--- src/rtl/async_read_engine_pkg.sv ---
package async_read_engine_pkg;
    typedef enum logic [0:0] {
        ST_IDLE   = 1'b0,
        ST_ACCESS = 1'b1
    } rd_state_e;

    localparam int STROBES = 2;
    localparam int SEL_CS  = 0;
    localparam int SEL_RE  = 1;
endpackage

--- src/rtl/strobe_timer.sv ---
module strobe_timer #(
    parameter int CNT_W = 6,
    localparam int KW = CNT_W + 1
) (
    input  logic             clk,
    input  logic             rst_n,
    input  logic             nxt_valid,
    input  logic [KW-1:0]    nxt_k,
    input  logic             cur_valid,
    input  logic [KW-1:0]    cur_k,
    input  logic [CNT_W-1:0] setup,
    input  logic [CNT_W-1:0] pulse,
    output logic             strobe_n,
    output logic             last_low,
    output logic [KW-1:0]    span
);
    logic [KW-1:0] lo_k;
    logic [KW-1:0] width_k;
    logic          low_next;

    // zero pulse is clamped to a single cycle
    assign width_k  = (pulse == '0) ? KW'(1) : KW'(pulse);
    assign lo_k     = KW'(setup);
    assign span     = lo_k + width_k;
    assign low_next = nxt_valid && (nxt_k >= lo_k) && (nxt_k < span);
    assign last_low = cur_valid && (cur_k == span - KW'(1));

    always_ff @(posedge clk or negedge rst_n) begin
        if (!rst_n) strobe_n <= 1'b1;
        else        strobe_n <= !low_next;
    end
endmodule

--- src/rtl/step_counter.sv ---
module step_counter #(
    parameter int KW = 7
) (
    input  logic          clk,
    input  logic          rst_n,
    input  logic          clear,
    input  logic          adv,
    output logic [KW-1:0] k_q
);
    always_ff @(posedge clk or negedge rst_n) begin
        if (!rst_n)     k_q <= '0;
        else if (clear) k_q <= '0;
        else if (adv)   k_q <= k_q + KW'(1);
    end
endmodule

--- src/rtl/async_read_engine.sv ---
module async_read_engine #(
    parameter int ADDR_W = 24,
    parameter int DATA_W = 8,
    parameter int CNT_W  = 6
) (
    input  logic              clk,
    input  logic              rst_n,
    input  logic              start_i,
    input  logic [ADDR_W-1:0] addr_i,
    input  logic              rd_edge_sel_i,
    input  logic [CNT_W-1:0]  cs_setup_i,
    input  logic [CNT_W-1:0]  cs_pulse_i,
    input  logic [CNT_W-1:0]  cs_cycle_i,
    input  logic [CNT_W-1:0]  re_setup_i,
    input  logic [CNT_W-1:0]  re_pulse_i,
    input  logic [CNT_W-1:0]  re_cycle_i,
    input  logic [DATA_W-1:0] data_i,
    output logic [ADDR_W-1:0] addr_o,
    output logic              cs_n_o,
    output logic              re_n_o,
    output logic [DATA_W-1:0] data_o,
    output logic              done_o,
    output logic              busy_o
);
    import async_read_engine_pkg::*;

    localparam int KW = CNT_W + 1;

    rd_state_e        state_q, state_d;
    logic             launch;
    logic             at_end;
    logic             capture;
    logic             mode_q;
    logic [KW-1:0]    k_q;
    logic [KW-1:0]    len_e;
    logic             nxt_valid;
    logic [KW-1:0]    nxt_k;

    logic [CNT_W-1:0] setup_in [STROBES];
    logic [CNT_W-1:0] pulse_in [STROBES];
    logic [CNT_W-1:0] cycle_in [STROBES];
    logic [CNT_W-1:0] setup_q  [STROBES];
    logic [CNT_W-1:0] pulse_q  [STROBES];
    logic [CNT_W-1:0] cycle_q  [STROBES];
    logic [CNT_W-1:0] setup_e  [STROBES];
    logic [CNT_W-1:0] pulse_e  [STROBES];
    logic [CNT_W-1:0] cycle_e  [STROBES];
    logic             strobe_n [STROBES];
    logic             last_low [STROBES];
    logic [KW-1:0]    span     [STROBES];

    assign setup_in[SEL_CS] = cs_setup_i;
    assign pulse_in[SEL_CS] = cs_pulse_i;
    assign cycle_in[SEL_CS] = cs_cycle_i;
    assign setup_in[SEL_RE] = re_setup_i;
    assign pulse_in[SEL_RE] = re_pulse_i;
    assign cycle_in[SEL_RE] = re_cycle_i;

    assign launch = (state_q == ST_IDLE) && start_i;

    // timing settings: live while idle, frozen during an access
    for (genvar s = 0; s < STROBES; s++) begin : g_strobe
        always_ff @(posedge clk or negedge rst_n) begin
            if (!rst_n) begin
                setup_q[s] <= '0;
                pulse_q[s] <= '0;
                cycle_q[s] <= '0;
            end else if (launch) begin
                setup_q[s] <= setup_in[s];
                pulse_q[s] <= pulse_in[s];
                cycle_q[s] <= cycle_in[s];
            end
        end

        assign setup_e[s] = (state_q == ST_IDLE) ? setup_in[s] : setup_q[s];
        assign pulse_e[s] = (state_q == ST_IDLE) ? pulse_in[s] : pulse_q[s];
        assign cycle_e[s] = (state_q == ST_IDLE) ? cycle_in[s] : cycle_q[s];

        strobe_timer #(.CNT_W(CNT_W)) u_timer (
            .clk       (clk),
            .rst_n     (rst_n),
            .nxt_valid (nxt_valid),
            .nxt_k     (nxt_k),
            .cur_valid (state_q == ST_ACCESS),
            .cur_k     (k_q),
            .setup     (setup_e[s]),
            .pulse     (pulse_e[s]),
            .strobe_n  (strobe_n[s]),
            .last_low  (last_low[s]),
            .span      (span[s])
        );
    end

    // access length: longest of both cycle counts and both strobe spans
    always_comb begin
        len_e = KW'(cycle_e[SEL_CS]);
        if (KW'(cycle_e[SEL_RE]) > len_e) len_e = KW'(cycle_e[SEL_RE]);
        if (span[SEL_CS] > len_e)         len_e = span[SEL_CS];
        if (span[SEL_RE] > len_e)         len_e = span[SEL_RE];
    end

    assign at_end = (k_q == len_e - KW'(1));

    step_counter #(.KW(KW)) u_steps (
        .clk   (clk),
        .rst_n (rst_n),
        .clear (launch),
        .adv   ((state_q == ST_ACCESS) && !at_end),
        .k_q   (k_q)
    );

    // state register
    always_ff @(posedge clk or negedge rst_n) begin
        if (!rst_n) state_q <= ST_IDLE;
        else        state_q <= state_d;
    end

    // next state and next access step
    always_comb begin
        state_d   = state_q;
        nxt_valid = 1'b0;
        nxt_k     = '0;
        unique case (state_q)
            ST_IDLE: begin
                if (start_i) begin           // launch
                    state_d   = ST_ACCESS;
                    nxt_valid = 1'b1;
                end
            end
            ST_ACCESS: begin
                if (at_end) begin            // retire
                    state_d = ST_IDLE;
                end else begin               // dwell
                    nxt_valid = 1'b1;
                    nxt_k     = k_q + KW'(1);
                end
            end
        endcase
    end

    assign capture = (state_q == ST_ACCESS) &&
                     (mode_q ? last_low[SEL_RE] : last_low[SEL_CS]);

    // registered outputs
    always_ff @(posedge clk or negedge rst_n) begin
        if (!rst_n) begin
            addr_o <= '0;
            mode_q <= 1'b0;
            data_o <= '0;
            done_o <= 1'b0;
        end else begin
            if (launch) begin
                addr_o <= addr_i;
                mode_q <= rd_edge_sel_i;
            end
            if (capture) data_o <= data_i;
            done_o <= capture;
        end
    end

    assign cs_n_o = strobe_n[SEL_CS];
    assign re_n_o = strobe_n[SEL_RE];
    assign busy_o = (state_q == ST_ACCESS);

    assert_idle_strobes_R10: assert property (@(posedge clk) disable iff (!rst_n)
        (state_q == ST_IDLE) |-> (cs_n_o && re_n_o));

    assert_done_single_R8: assert property (@(posedge clk) disable iff (!rst_n)
        done_o |=> !done_o);

    assert_data_hold_R8: assert property (@(posedge clk) disable iff (!rst_n)
        (data_o != $past(data_o)) |-> done_o);

    assert_busy_addr_hold_R9: assert property (@(posedge clk) disable iff (!rst_n)
        (busy_o && start_i) |=> $stable(addr_o));

    // covers R7 as well: the selected strobe rose at the capture edge
    assert_capture_edge_R6: assert property (@(posedge clk) disable iff (!rst_n)
        done_o |-> (mode_q ? $rose(re_n_o) : $rose(cs_n_o)));
endmodule

--- config.mk ---
export PLATFORM = sky130hd
export DESIGN_NAME = async_read_engine
export DESIGN_NICKNAME = d
export VERILOG_FILES = /design/src/rtl/async_read_engine_pkg.sv /design/src/rtl/strobe_timer.sv /design/src/rtl/step_counter.sv /design/src/rtl/async_read_engine.sv
export SDC_FILE = /design/constraint.sdc
export NUM_CORES = 1
export LEC_CHECK = 0
export ABC_AREA = 1
export BUFFER_PORTS_ARGS = -buffer_cell sky130_fd_sc_hd__buf_4
export CORE_MARGIN = 2
export CORE_UTILIZATION = 40
export CTS_CLUSTER_DIAMETER = 150
export DETAILED_ROUTE_END_ITERATION = 10
export SYNTH_ARGS = -nofsm -noshare
export SYNTH_HDL_FRONTEND = slang
export SYNTH_SLANG_ARGS = --single-unit
--- constraint.sdc ---
create_clock -name clk -period 11.6 [get_ports clk]
set_input_delay 2.32 -clock clk [delete_from_list [all_inputs] [get_ports clk]]
set_output_delay 2.32 -clock clk [all_outputs]
set_load 0.03 [all_outputs]
Word level (Yosys, flattened, before mapping)
Cells that the tools add are included.
- $add $sub $neg: 6
- $lt $le $gt $ge: 7
- equal/unequal tests: 3
- muxes and demuxes: 19
- bitwise logic cells: 1
- reduce and logical (&&, ||, !) cells: 15
- operators with widths (cell ; number):
    $mux 6 ; 9
    $mux 7 ; 6
    $eq 7x7->1 ; 3
    $sub 7x1->7 const B ; 3
    $add 6x7->7 ; 2
    $ge 7x6->1 ; 2
    $gt 7x7->1 ; 2
    $lt 7x7->1 ; 2
    $logic_not 6->1 ; 2
    $logic_and 1x1->1 ; 9
    $add 7x1->7 const B ; 1
    $gt 6x6->1 ; 1
    $logic_not 1->1 ; 3
    $mux 1 ; 3
    $pmux 1 s2 ; 1
    $reduce_bool 2->1 ; 1
    $not 1->1 ; 1
- flip-flop bits (word level): 80
- word-level logic and storage cells: 65

Logic depth before layout (Yosys ltp)
- word-level depth: 16
- gate-level depth with buffers: 53
- mapped depth without buffers: 52

By module
A second synthesis with hierarchy kept.
- cells, all modules: 968
- area, all modules: 6657.6 µm²
- modules (own cells, without submodules) (module ; times used ; cells an instance ; area each (µm²) ; seq. area each (µm²)):
    async_read_engine ; 1 ; 607 ; 4418.0 ; 1776.7
    strobe_timer ; 2 ; 158 ; 934.6 ; 26.3
    step_counter ; 1 ; 45 ; 370.4 ; 175.2

Worst setup path before layout
No wires, ideal clock.
- path type: input to register
- start point: in cs_pulse_i[4]
- end point: reg g_strobe[1].u_timer.strobe_n
- library setup time: 0.064 ns
- data arrival time: 8.153 ns
- data required time: 11.536 ns
- setup slack: 3.383 ns
- cell stages on the path: 48
- path buffers: 1
- path through: inv_1 o21ai_0 nor2_1 nand3_1 o211ai_1 ha_1 fa_1 nand2_1 nand3_1 nand2_1 xnor2_1 ha_1 nand2_1 inv_1 a21oi_1 nand2_1 a21oi_2 nand2_1 (+12 left out) nand3_1 nor2_1 nand2_1 nor2_2 nand3_2 nand2_2 buf_6 nor2_1 ha_1 a21boi_0 o21a_1 o21ai_0 o21ai_0 nand4_1 nand3_1 nand2_1 nand2_1 nand3_1
- word-level cells in the longest chain between the ends: 16
- ends and longest elaborated chain (item ; RTL line ; RTL):
    start: declaration ; async_read_engine.sv:12 ; input logic [CNT_W-1:0] cs_pulse_i,
    $mux 6 * ; async_read_engine.sv:76 ; assign pulse_e[s] = (state_q == ST_IDLE) ? pulse_in[s] : pulse_q[s];
    $logic_not 6->1 ; strobe_timer.sv:22 ; assign width_k = (pulse == '0) ? KW'(1) : KW'(pulse);
    $mux 6 * ; strobe_timer.sv:22 ;
    $add 6x7->7 * ; strobe_timer.sv:24 ; assign span = lo_k + width_k;
    $gt 7x7->1 ; async_read_engine.sv:98 ; if (span[SEL_CS] > len_e) len_e = span[SEL_CS];
    $mux 7 * ; async_read_engine.sv:98 ;
    $gt 7x7->1 ; async_read_engine.sv:99 ; if (span[SEL_RE] > len_e) len_e = span[SEL_RE];
    $mux 7 * ; async_read_engine.sv:99 ;
    $sub 7x1->7 * ; async_read_engine.sv:102 ; assign at_end = (k_q == len_e - KW'(1));
    $eq 7x7->1 * ; async_read_engine.sv:102 ;
    $mux 7 ; async_read_engine.sv:131 ; if (at_end) begin
    $mux 7 ; async_read_engine.sv:123 ; unique case (state_q)
    $ge 7x6->1 ; strobe_timer.sv:25 ; assign low_next = nxt_valid && (nxt_k >= lo_k) && (nxt_k < span);
    $logic_and 1x1->1 ; strobe_timer.sv:25 ;
    $logic_and 1x1->1 * ; strobe_timer.sv:25 ;
    $logic_not 1->1 * ; strobe_timer.sv:30 ; else strobe_n <= !low_next;
    end signal: assignment ; strobe_timer.sv:30 ;
    end: declaration ; strobe_timer.sv:13 ; output logic strobe_n,
Every way passes the cells marked *; elsewhere a longest branch is shown, timed or not.
A chain may end at the register's enable or synchronous reset.

Worst setup path after layout
Same ends and word-level chain as after synthesis.

==> results.cfg <==
[run_status]
status = finished, final reports clean

[final_layout]
multi_input_comb_area_um2 = 3418
seq_area_um2 = 2006
antennaDiodeCount = 0
final_common_cell = nand2_1
drive_gt1_share_pct = 24.79
mostFrequentLayoutCells = nand2_1 (194), buf_4 (109), inv_1 (96)
filler_cell_count = 1467
areaGrowthSynthToFinish_pct = 20.82
layout.nets = 976

[setup_path]
crit_type = primary input to flop
cp.buffers_inverters = 4
end_kind = flop
critPathMaxFanout = 11
crit_slowest_cell = fa_1
cp_common_cell = nand2_1
cpLargestDelayFamily = simple AND/OR/NAND/NOR gates
crit_required_ps = 11890
max_stage_delay_ps = 390
startpoint_type = primary input
cp.arrival_ps = 9010

[place]
io_buffer_count = 107
routabilityCongestion = 0.9122
dpl.hpwl_mm = 10.89

[cts]
cts.sinks = 80
cts_root_buffer = clkbuf_16
postCtsHoldBufs = 0
ctsResizeCount = 0
post_cts_buffers = 0
cts_inserted_buffers = 9
htreeDepth = 3
clk_pin_slew_ps = 60
cts.path.max_buffers = 2
cts_tree = yes
clk_latency_ps = 350

[sta]
fmax_mhz = 114.6
period_share_pct = 75.20
hold_viol = 0
skew_ps = 6.981
rsz0062_at_grt = false
worst_pin_slew_ps = 964.0
slew_viol_final = 0
slew_headroom_pct = 35.74
fin_crit_ps = 8723
finalSetupTns_ps = 0
finalSetupViolations = 0

[floorplanning]
initial_core_util_pct = 40.71
die_w_um = 125.4
die_area_um2 = 15720
pin_count = 108
rows = 44
die_h_um = 125.4
core_um2 = 14480

[grt]
grt_usage_pct = 18.91
grt-ovfl-total = 0
first_global_vias = 4941
antenna_found_initial = 0
grt_max_degree = 84
grt_pass1_wl_mm = 24.00

[routing]
postRouteAntennaNets = 0
routedWlPerCell_um = 13.55
drt_pass1_iterations = 5
drtIter0Drc = 278
drc_errors = 0
wl_mm = 14.03
viasPerCell = 4.794
vias = 4962

[synthesis]
ys_ff_latch = 80
synth_top_cell_by_area = dfrtp_1
synth_cell_type_count = 43
netlist_instances = 747
yosysSeqAreaShare_pct = 34.01
mappedNetlistArea_um2 = 5894
yosys_warnings = 0
syn_nets = 876
syn_avg_cell_area_um2 = 7.891
synth_top_area_share_pct = 33.11
synth.area.top_cells = dfrtp_1 (33%), nand2_1 (12%), ha_1 (12%)

[worst_hold_path]
min_path_type = flop to flop

[flow_run]
max-cap-violations = 0
[worst min-delay path, cell delays in order (launching register included)]
cell     delay, ps
dfrtp_1        340
nand2_1         50
nand2_1         50
[through the flow]
step	setup slack, ps	util (%)	instances	hold WS, ps	instance area, um^2
after detailed placement	2591	47.37	1020	468.1	6859
after CTS	2923	49.19	1035	483.4	7122
final	2877	49.19	1035	479.3	7122
after global placement	2728	47.37	1020	465.1	6859
after global routing	2154	49.19	1035	503.6	7122
after floorplan	3383	-	747	452.9	5894
[logic make-up after synthesis]
| logic type | after synthesis | synth area share, % |
|---|---|---|
| multiplexers | 42 | 8.024 |
| adder cells (fa/ha/maj) | 57 | 12.35 |
| flip-flops | 80 | 34.01 |
| buffers and inverters | 123 | 8.130 |
| XOR/XNOR | 23 | 3.417 |
| AND/OR/NAND/NOR | 315 | 23.99 |
| AO/OA/AOI/OAI | 107 | 10.08 |
[sequential cells by signal, indices dropped and copies added, names as in the netlist]
name and cells:
addr_o 24, busy_o 1, cycle_q 12, data_o 8
done_o 1, g_strobe.u_timer.strobe_n 2, mode_q 1, pulse_q 12
setup_q 12, u_steps.k_q 7
[area by class of cell]
class / count / share of cell area (%)
inverter: 103 / 5.429
clock inverter: 6 / 0.5271
timing repair buffer: 109 / 11.49
multi-input combinational: 544 / 48.00
clock buffer: 9 / 3.162
sequential: 80 / 28.16
tap: 184 / 3.233
[worst paths after layout]
kind                       cells after the start     startpoint  slack [ps]                      endpoint
min in group asynchronous                      1          rst_n        1890                     data_o[5]
setup reg to reg                              48         busy_o        3710  g_strobe[1].u_timer.strobe_n
hold / removal                                 2      data_o[4]         480                     data_o[4]
hold reg to reg                                2      data_o[4]         480                     data_o[4]
setup / recovery                              48  cs_pulse_i[4]        2880  g_strobe[1].u_timer.strobe_n
max in group asynchronous                      2          rst_n        8690                    setup_q[0]
[synthesized netlist by cell type]
cell type	instances
nand2_2	7
mux2_2	42
clkbuf_1	16
buf_6	2
o22ai_1	3
a21oi_1	22
a2111oi_0	1
o21a_1	4
nor2_4	1
a21o_1	2
nand2_4	2
fa_1	2
dfrtp_1	78
nor2_1	26
or2_2	11
a21boi_0	1
buf_2	2
nand4_1	7
o211ai_2	1
inv_1	96
ha_1	55
nand3b_1	1
nor2_2	2
dfstp_2	2
o21ai_2	3
xnor2_1	4
a31o_1	1
nor3_1	3
nand3_4	1
clkinv_1	2
nand3_2	6
and2_1	3
inv_2	5
nand2_1	195
or2_4	1
or2_1	2
xor2_1	19
o211ai_1	3
a21oi_2	1
o21ai_1	7
or2_0	5
o21ai_0	58
nand3_1	42
[layer usage]
metal	share of wire, %	GRT usage [%]	up-vias
met3	3.8	3.252	15
met4	1.6	6.340	0
li1	-	-	2623
met1	48	25.59	2235
met2	46	30.79	89
met5	0	0	-
Power is left out: the tool's default activity adds up to more than one toggle a clock period on the data nets, which glitch-free logic cannot reach.
